==> src/rtl/fetch_pkg.sv <==
package fetch_pkg;
    typedef enum logic [2:0] {
        ST_ADDR = 3'd0,
        ST_REQ  = 3'd1,
        ST_INC  = 3'd2,
        ST_WAIT = 3'd3,
        ST_XFER = 3'd4
    } fetch_step_e;
endpackage

==> src/rtl/fetch_pc.sv <==
module fetch_pc #(
    parameter int ADDR_W = 8
) (
    input  logic              clk,
    input  logic              rst,
    input  logic              ld,
    input  logic [ADDR_W-1:0] ld_addr,
    input  logic              inc,
    output logic [ADDR_W-1:0] pc
);
    typedef struct packed {
        logic [ADDR_W-1:0] pc;
    } pc_state_t;

    pc_state_t st_d, st_q;

    always_comb begin
        st_d = st_q;
        if (ld) begin
            st_d.pc = ld_addr;
        end else if (inc) begin
            st_d.pc = st_q.pc + 1'b1;
        end
    end

    always_ff @(posedge clk) begin
        if (rst) st_q <= '0;
        else     st_q <= st_d;
    end

    assign pc = st_q.pc;
endmodule

==> src/rtl/fetch_regs.sv <==
module fetch_regs #(
    parameter int ADDR_W = 8,
    parameter int WORD_W = 16
) (
    input  logic              clk,
    input  logic              rst,
    input  logic              mar_ld,
    input  logic [ADDR_W-1:0] pc,
    input  logic              mdr_ld,
    input  logic [WORD_W-1:0] bus_data,
    input  logic              ir_ld,
    output logic [ADDR_W-1:0] mar,
    output logic [WORD_W-1:0] mdr,
    output logic [WORD_W-1:0] ir
);
    typedef struct packed {
        logic [ADDR_W-1:0] mar;
        logic [WORD_W-1:0] mdr;
        logic [WORD_W-1:0] ir;
    } regs_t;

    regs_t r_d, r_q;

    always_comb begin
        r_d = r_q;
        if (mar_ld) r_d.mar = pc;
        if (mdr_ld) r_d.mdr = bus_data;
        if (ir_ld)  r_d.ir  = r_q.mdr;
    end

    always_ff @(posedge clk) begin
        if (rst) r_q <= '0;
        else     r_q <= r_d;
    end

    assign mar = r_q.mar;
    assign mdr = r_q.mdr;
    assign ir  = r_q.ir;

    assert_ir_from_mdr_R5: assert property (@(posedge clk) disable iff (rst)
        ir_ld |=> (r_q.ir == $past(r_q.mdr)));
    assert_ir_hold_R5: assert property (@(posedge clk) disable iff (rst)
        !ir_ld |=> $stable(r_q.ir));
endmodule

==> src/rtl/fetch_ctrl.sv <==
module fetch_ctrl
    import fetch_pkg::*;
(
    input  logic clk,
    input  logic rst,
    input  logic run,
    input  logic pc_load,
    input  logic mem_ready,
    output logic pc_ld,
    output logic pc_inc,
    output logic mar_ld,
    output logic mdr_ld,
    output logic ir_ld,
    output logic rd,
    output logic new_pulse
);
    typedef struct packed {
        fetch_step_e step;
        logic        rd;
        logic        newp;
    } ctrl_t;

    ctrl_t c_d, c_q;

    always_comb begin
        c_d      = c_q;
        c_d.newp = 1'b0;
        pc_ld    = 1'b0;
        pc_inc   = 1'b0;
        mar_ld   = 1'b0;
        mdr_ld   = 1'b0;
        ir_ld    = 1'b0;
        case (c_q.step)
            ST_ADDR: begin
                if (pc_load) begin
                    pc_ld = 1'b1;
                end else if (run) begin
                    mar_ld   = 1'b1;
                    c_d.rd   = 1'b1;
                    c_d.step = ST_REQ;
                end
            end
            ST_REQ:  c_d.step = ST_INC;
            ST_INC: begin
                pc_inc   = 1'b1;
                c_d.step = ST_WAIT;
            end
            ST_WAIT: begin
                if (mem_ready) begin
                    mdr_ld   = 1'b1;
                    c_d.rd   = 1'b0;
                    c_d.step = ST_XFER;
                end
            end
            ST_XFER: begin
                ir_ld    = 1'b1;
                c_d.newp = 1'b1;
                c_d.step = ST_ADDR;
            end
            default: begin
                c_d.step = ST_ADDR;
                c_d.rd   = 1'b0;
            end
        endcase
    end

    always_ff @(posedge clk) begin
        if (rst) begin
            c_q.step <= ST_ADDR;
            c_q.rd   <= 1'b0;
            c_q.newp <= 1'b0;
        end else begin
            c_q <= c_d;
        end
    end

    assign rd        = c_q.rd;
    assign new_pulse = c_q.newp;

    assert_rd_held_R3: assert property (@(posedge clk) disable iff (rst)
        (rd && !mem_ready) |=> rd);
    assert_drop_after_ready_R4: assert property (@(posedge clk) disable iff (rst)
        $fell(rd) |-> $past(mem_ready));
    assert_pulse_single_R5: assert property (@(posedge clk) disable iff (rst)
        new_pulse |=> !new_pulse);
    assert_no_start_when_idle_R8: assert property (@(posedge clk) disable iff (rst)
        (!rd && !run) |=> !rd);
endmodule

==> src/rtl/fetch_seq.sv <==
module fetch_seq #(
    parameter int ADDR_W = 8,
    parameter int WORD_W = 16
) (
    input  logic              clk,
    input  logic              rst,
    input  logic              run,
    input  logic              pc_load,
    input  logic [ADDR_W-1:0] pc_load_addr,
    output logic [ADDR_W-1:0] mem_addr,
    output logic              mem_rd,
    input  logic [WORD_W-1:0] mem_rdata,
    input  logic              mem_ready,
    output logic [WORD_W-1:0] ir_word,
    output logic              ir_new
);
    logic              pc_ld, pc_inc, mar_ld, mdr_ld, ir_ld;
    logic [ADDR_W-1:0] pc;
    logic [WORD_W-1:0] mdr;

    fetch_ctrl u_ctrl (
        .clk       (clk),
        .rst       (rst),
        .run       (run),
        .pc_load   (pc_load),
        .mem_ready (mem_ready),
        .pc_ld     (pc_ld),
        .pc_inc    (pc_inc),
        .mar_ld    (mar_ld),
        .mdr_ld    (mdr_ld),
        .ir_ld     (ir_ld),
        .rd        (mem_rd),
        .new_pulse (ir_new)
    );

    fetch_pc #(.ADDR_W(ADDR_W)) u_pc (
        .clk     (clk),
        .rst     (rst),
        .ld      (pc_ld),
        .ld_addr (pc_load_addr),
        .inc     (pc_inc),
        .pc      (pc)
    );

    fetch_regs #(.ADDR_W(ADDR_W), .WORD_W(WORD_W)) u_regs (
        .clk      (clk),
        .rst      (rst),
        .mar_ld   (mar_ld),
        .pc       (pc),
        .mdr_ld   (mdr_ld),
        .bus_data (mem_rdata),
        .ir_ld    (ir_ld),
        .mar      (mem_addr),
        .mdr      (mdr),
        .ir       (ir_word)
    );

    assert_addr_stable_R2: assert property (@(posedge clk) disable iff (rst)
        mem_rd |=> (!mem_rd || $stable(mem_addr)));
    assert_addr_is_pc_R2: assert property (@(posedge clk) disable iff (rst)
        mar_ld |=> (mem_addr == $past(pc)));
    assert_pc_step_R6: assert property (@(posedge clk) disable iff (rst)
        pc_inc |=> (pc == $past(pc) + 1'b1));
    assert_capture_R4: assert property (@(posedge clk) disable iff (rst)
        mdr_ld |=> (mdr == $past(mem_rdata)));
endmodule

==> config.mk <==
export PLATFORM = sky130hd
export DESIGN_NAME = fetch_seq
export DESIGN_NICKNAME = d
export VERILOG_FILES = /design/src/rtl/fetch_pkg.sv /design/src/rtl/fetch_pc.sv /design/src/rtl/fetch_regs.sv /design/src/rtl/fetch_ctrl.sv /design/src/rtl/fetch_seq.sv
export SDC_FILE = /design/constraint.sdc
export NUM_CORES = 1
export LEC_CHECK = 0
export BUFFER_PORTS_ARGS = -buffer_cell sky130_fd_sc_hd__buf_2
export CAP_MARGIN = 30
export CORE_MARGIN = 8
export CORE_UTILIZATION = 35
export CTS_BUF_LIST = sky130_fd_sc_hd__clkbuf_4 sky130_fd_sc_hd__clkbuf_8
export DETAILED_ROUTE_END_ITERATION = 10
export MAX_ROUTING_LAYER = met4
export PLACE_DENSITY = 0.61
export SLEW_MARGIN = 20
export SYNTH_ARGS = -nofsm -noshare
export SYNTH_HDL_FRONTEND = slang
export SYNTH_SLANG_ARGS = --single-unit
==> constraint.sdc <==
create_clock -name clk -period 3.7 [get_ports clk]
set_input_delay 0.74 -clock clk [delete_from_list [all_inputs] [get_ports clk]]
set_output_delay 0.74 -clock clk [all_outputs]
set_load 0.02 [all_outputs]
==> results.md, run 1 <==
* Worst R2R Path Depth at 5
* Clock Sinks at 53
* Die span in y at ~94 microns
* CP max FO at 9
* Peak VDD IR at 0.157 mV
* Grt ovf at 0
* Max Clk Rate at ~550 MHz
* Synth top cells by count: nand2_1 (73), dfxtp_1 (53), a21oi_1 (40)
* Dpl hpwl at ~3.4 mm
* Routed Antenna Nets at 0
* Final-report setup violation count at 0
* Most frequent cell after synthesis: nand2_1
* Worst slack at placement at 1.56 ns
* Boundary Pins at 55
* Setup repair bufs after CTS at 0
* Post-Syn Area per Cell at around 8.3 sq um
* Hold Path Stages at 2
* Crit path DAT at 1.98 ns
* Initial antenna violation count at 0
* Multi-input logic area at 947 sq um
* Worst-margin pin slew at 0.644 ns
* Clock root buffer: clkbuf_8
* CTS Buffer Depth at 2
* RSZ-0062 raised after global routing: false
* Fin nets at 328
* Initial Util at a little over a third
* Cell taking the most area after synthesis: dfxtp_1
* Wire length per cell at 13.3 microns
* Synthesized cell area at roughly 2100 sq um
* Synthesis-to-layout area growth at 18.4%
* Fillers at 620
* Worst path slowest cell: or4_1
* Yosys Warn Count at 0
* Final WL at 4.97 mm
* Syn nets at 283
* Ant. Diodes at 0
* P per Cell Area at 412 nW/um^2
* DRT iter0 DRCs at 70
* Worst setup SP type: input pin
* Gr usage total at 11.9%
* Share of post-route cells with drive strength above 1 at 24.5%
* Top cell type's share of synthesized area at 50.3%
* Async S/R FF share, synth at 0%
* Final min period at 1.80 ns
* Ys flop type: dfxtp_1
* I/O Buffers at 54
* Data required, critical path at between 3 and 4 ns
* Max_cap viols at 0
* First-pass GRT wire length at 8.18 mm
* Via density at 4.91
* Hold_buf cts at 0
* Setup crit end kind: flip-flop
* Status: complete, no violations
* Min-Delay Path Class: flip-flop to flip-flop
* Leakage at 1.01 nW
* Worst-path cell chain: buf_2 > nand2b_1 > or4_1 > mux2i_1 > nor2_1
* Worst clock skew at roughly 0.0080 ns
* Worst path max stage delay at 0.67 ns
* Crit Path Class: input pin to flip-flop
* Core area at 5890 sq um
* Die width at 93.7 microns
* Rows at 28
* Post-synthesis cell count at 253
* RePlAce Congestion at roughly 0.83
* Synth cell types at 36
* Fin worst setup slack at 1.90 ns
* Delay-heaviest family, CP: simple AND/OR/NAND/NOR gates
* Register area share after synthesis at 50.3%
* EDFF count, synth at 0
* Hold Vio Cnt, Final at 0
* Slew Viols, Final at 0
* Largest net degree at the start of global routing at 54
* Synth area leaders: dfxtp_1 (50%), nand2_1 (13%), a21oi_1 (9.5%)
* Total CTS buffers at 5
* Fin crit share at between 40% and 50%
* Rel. slew slack at between 50% and 60%
* Vias at 1833
* Storage cell area at 1060 sq um
* Die area at 8770 sq um
* First-pass detailed-route iteration total at 4
* Setup TNS at 0 ns
* WP depth at 5
* CTS resizes at 0
* Vias in the first global route at 1802
* CTS tree: built
* CP Buf/Inv Count at 1
* Synth Register Bits at 53
* Clock transition at path regs at 0.10 ns
* Post-route DRC at 0
* Clock Latency Late Sink at slightly above 0.3 ns
* H-tree depth at 2
-- per-layer routing --
layer	vias up	track usage (%)	wire length [microns]	part of all wire (%)
met5	-	-	0	0
met4	0	4.36	62	1.2
met3	7	4.24	360	7.2
met2	54	19.4	2300	46
met1	835	13.0	2250	45
li1	937	-	-	-
-- placed cells by master, fill, tap and decap left out, types with 2 or more instances in the layout --
master     n
nand2_1   73
buf_2     54
dfxtp_1   53
a21oi_1   40
nor2_1    16
mux2i_1    8
o21ai_0    6
nand3_1    5
clkbuf_8   5
and2_1     4
a211oi_2   3
nor3_1     2
o21a_1     2
inv_1      2
o32ai_1    2
o21ai_2    2
-- final cells by class --
class	instances	area share (%)
Tap cell	75	3.75
Clock inverter	2	0.651
Clock buffer	5	2.75
Multi-Input combinational cell	180	37.9
Timing Repair Buffer	56	12.2
Sequential cell	53	42.4
Inverter	2	0.300
-- registers in the layout (all words and copies together) (netlist names) --
name	cells
u_ctrl.c_q	3
u_ctrl.new_pulse	1
u_ctrl.rd	1
u_pc.pc	8
u_regs.ir	16
u_regs.mar	8
u_regs.mdr	16
-- cells by family (layout without fill, tap and decap cells) --
kind of cell,count (synthesis),in the layout,share of synthesized area [%]
flip-flops,53,53,50.3
buffers and inverters,20,65,4.86
AO/OA/AOI/OAI,60,60,16.8
multiplexers,8,8,3.79
AND/OR/NAND/NOR,111,111,23.7
adder cells (fa/ha/maj),1,1,0.593
-- worst min-delay path, cell delays in order, from the launching register on --
cell and delay (ns):
dfxtp_1 0.32, nand2_1 0.05, a21oi_1 0.05
-- power breakdown --
group / switching [mW] / internal, mW
Sequential: 0.0207 / 0.586
Clock: 0.187 / 0.131
Combinational: 0.0588 / 0.0459
-- metrics by stage --
| step | instances | cell area, sq um | util [%] | hold slack [ns] | power (mW) |
|---|---|---|---|---|---|
| final | 373 | 2500 | 42.5 | 0.457 | 1.03 |
| after global placement | 364 | 2380 | 40.4 | 0.442 | 0.720 |
| after global routing | 373 | 2500 | 42.5 | 0.475 | 1.08 |
| after CTS | 372 | 2470 | 42.0 | 0.458 | 1.05 |
| after detailed placement | 365 | 2390 | 40.6 | 0.444 | 0.721 |
| after floorplan | 253 | 2110 | - | 0.432 | 0.690 |
-- final timing paths --
path                                                  from                           to  slack [ns]
worst max-delay path                               pc_load   u_regs.mar[3]$_SDFFE_PP0P_        1.90
worst max register to register  u_ctrl.c_q[3]$_SDFFE_PP0P_  u_regs.mdr[12]$_SDFFE_PP0P_        1.92
worst min register to register  u_regs.mdr[8]$_SDFFE_PP0P_    u_regs.ir[8]$_SDFFE_PP0P_        0.46
worst min-delay path            u_regs.mdr[8]$_SDFFE_PP0P_    u_regs.ir[8]$_SDFFE_PP0P_        0.46
(Power assumes the default switching activity.)
==> inputs of run 2 (changes only) <==
PLACE_DENSITY = 0.63   (was 0.61)
clock period = 1.5 ns   (was 3.7 ns; I/O delays follow)
==> results.md, run 2 (synthesis results as in run 1) <==
* Status: complete, no violations
* Vias at 1895 (+3.4%)
* P_sw at 0.682 mW (+160%)
* Post-route cell area at 2680 sq um (+7.0%)
* Die width at 93.7 microns (unchanged)
* Vias in the first global route at 1789 (-0.72%)
* Total CTS buffers at 5 (unchanged)
* Die span in y at 93.7 microns (unchanged)
* Final-report setup violation count at 0 (unchanged)
* Hold_buf cts at 0 (unchanged)
* Fin nets at 345 (+5.2%)
* P per Cell Area at 975 nW/um^2 (+140%)
* Via density at 4.86 (-1.1%)
* Hold Path Stages at 3 (+1)
* CP max FO at 6 (-3)
* FF-to-FF Start: u_ctrl.c_q[4]$_SDFFE_PP0P_
* CP Buf/Inv Count at 0 (-1)
* Boundary Pins at 55 (unchanged)
* Clock transition at path regs at 0.10 ns (about the same)
* Highest routed layer: met4
* Setup crit end kind: flip-flop
* Clock Latency Late Sink at 0.30 ns (about the same)
* Final min period at 1.44 ns
* Worst R2R Path Depth at 4 (-1)
* Min-Delay Path Class: input pin to flip-flop
* Rows at 28 (unchanged)
* Post-route DRC at 0 (unchanged)
* Most frequent cells in the layout: nand2_1 (72), buf_2 (54), dfxtp_1 (50), a21oi_1 (40), nor2_1 (16)
* Data required, critical path at 1.68 ns (-2.19 ns)
* Grt ovf at 0 (unchanged)
* Dpl hpwl at 3.72 mm (+9.1%)
* Internal at 1.93 mW (+150%)
* Clock network fraction of total power at 30.4% (-0.5 points)
* DRT iter0 DRCs at 75 (+7.1%)
* Worst-margin pin slew at 0.387 ns (-0.257 ns)
* Peak VDD IR at 0.610 mV (+290%)
* Final WL at 5.18 mm (+4.2%)
* Worst clock skew at 0.00749 ns (-0.000476 ns)
* Max_cap viols at 0 (unchanged)
* Leakage at 1.11 nW (+9.7%)
* Clock Sinks at 53 (unchanged)
* CTS tree: built
* Wire length per cell at 13.3 microns (-0.30%)
* Rel. slew slack at 74.0% (+17 points)
* Delay-heaviest family, CP: simple AND/OR/NAND/NOR gates
* Worst path slowest cell: or4b_4
* I/O Buffers at 54 (unchanged)
* Worst-path cell chain: or4b_4 > o21a_1 > o21ai_1 > a21oi_1
* DR WL met3 at 300 microns (-17%)
* Core area at 5890 sq um (unchanged)
* Crit Path Class: flip-flop to flip-flop
* WL met1 at 2.62 mm (+16%)
* Gr usage total at 12.2% (+0.27 points)
* RePlAce Congestion at 0.833 (+0.63%)
* RSZ-0062 raised after global routing: true
* Synthesis-to-layout area growth at 26.7%
* R2R Path End: u_pc.pc[7]$_SDFFE_PP0P_
* Max Clk Rate at 693 MHz
* Most common cell after layout, fill and taps aside: nand2_1
* Routed Antenna Nets at 0 (unchanged)
* Hold Path Origin: mem_rdata[12]
* Initial Util at 35.9% (unchanged)
* Slew Viols, Final at 0 (unchanged)
* Clock root buffer: clkbuf_8
* Reg2Reg Setup Slack at 0.06 ns (-1.86 ns)
* Placed Area at 2560 sq um (+7.1%)
* Sw frac at 26.1% (+0.26 points)
* Ant. Diodes at 0 (unchanged)
* CTS Buffer Depth at 2 (unchanged)
* Crit path DAT at 1.62 ns (-0.36 ns)
* First-pass GRT wire length at 8.40 mm (+2.7%)
* Hold path endpoint: u_regs.mdr[12]$_SDFFE_PP0P_
* Initial antenna violation count at 0 (unchanged)
* First-pass detailed-route iteration total at 4 (unchanged)
* H-tree depth at 2 (unchanged)
* Sequential Power Share at 57.1% (-1.9 points)
* Combinational fraction of design power at 12.5% (+2.3 points)
* Share of post-route cells with drive strength above 1 at 29.8% (+5.3 points)
* Largest net degree at the start of global routing at 23 (-57%)
* Worst path max stage delay at 0.60 ns (-0.07 ns)
* Fin crit share at 96.2%
* Worst setup SP type: flip-flop
* Die area at 8770 sq um (unchanged)
* Tot Pwr at 2.61 mW (+150%)
* Met2 wire length at 2.24 mm (-2.4%)
* Hold Vio Cnt, Final at 0 (unchanged)
## run 2: changes by cell type in the layout (fill, tap and decap cells not counted), sizes merged
cell  change
buf      +16
or4b      +1
## run 2: final cells by class
type | instances | area (sq um)
fillers | 605 | 3210
flip-flops and latches | 53 | 1070
multi-input cells | 181 | 963
repair buffers | 72 | 455
well taps | 75 | 93.8
clock buffers | 5 | 68.8
clock inverters | 2 | 16.3
inverters | 2 | 7.51
## run 2: worst max-delay path by stage
| stage | startpoint | end | cells past startpoint |
|---|---|---|---|
| floorplan | u_ctrl.c_q[4]$_SDFFE_PP0P_ | u_pc.pc[7]$_SDFFE_PP0P_ | 6 |
| detailed placement | pc_load | u_regs.mar[6]$_SDFFE_PP0P_ | 6 |
| global placement | pc_load | u_regs.mar[4]$_SDFFE_PP0P_ | 6 |
| CTS | u_ctrl.c_q[4]$_SDFFE_PP0P_ | u_pc.pc[6]$_SDFFE_PP0P_ | 4 |
| global route | u_ctrl.c_q[4]$_SDFFE_PP0P_ | u_pc.pc[7]$_SDFFE_PP0P_ | 4 |
| finish | u_ctrl.c_q[4]$_SDFFE_PP0P_ | u_pc.pc[7]$_SDFFE_PP0P_ | 4 |
## run 2: repair_timing
item	in CTS	in global routing
pin swaps	1	3
setup endpoints to repair	1	29
gates cloned	1	0
setup buffers	0	1
gates resized for setup	2	6
## run 2: power groups by stage
stage,combinational [mW],sequential [mW],clock [mW]
5_1_grt,0.358,1.49,0.867
6_report,0.327,1.49,0.793
3_5_place_dp,0.314,1.52,0
2_1_floorplan,0.185,1.52,0
3_3_place_gp,0.311,1.52,0
4_1_cts,0.322,1.49,0.827
## run 2: through the flow
stage	setup slack [ns]	TNS (ns)	instances	utilization, %	hold slack, ns
after CTS	0.0161	0	389	45.2	0.213
final	0.0574	0	390	45.5	0.223
after floorplan	0.00720	0	253	-	0.432
after global placement	0.0111	0	381	43.5	0.437
after global routing	-0.0104	-0.0133	390	45.5	0.210
after detailed placement	-0.00482	-0.0114	381	43.5	0.446
## run 2: worst min-delay path, cell delays in order
cell and delay (ns):
buf_2 0.10, nand2_1 0.04, a21oi_1 0.05
## run 2: metal layers
layer  track usage, %  vias to the layer above
li1                 -                      975
met1             15.6                      873
met2             17.8                       45
met3             4.24                        2
met4             3.04                        0
met5                -                        -
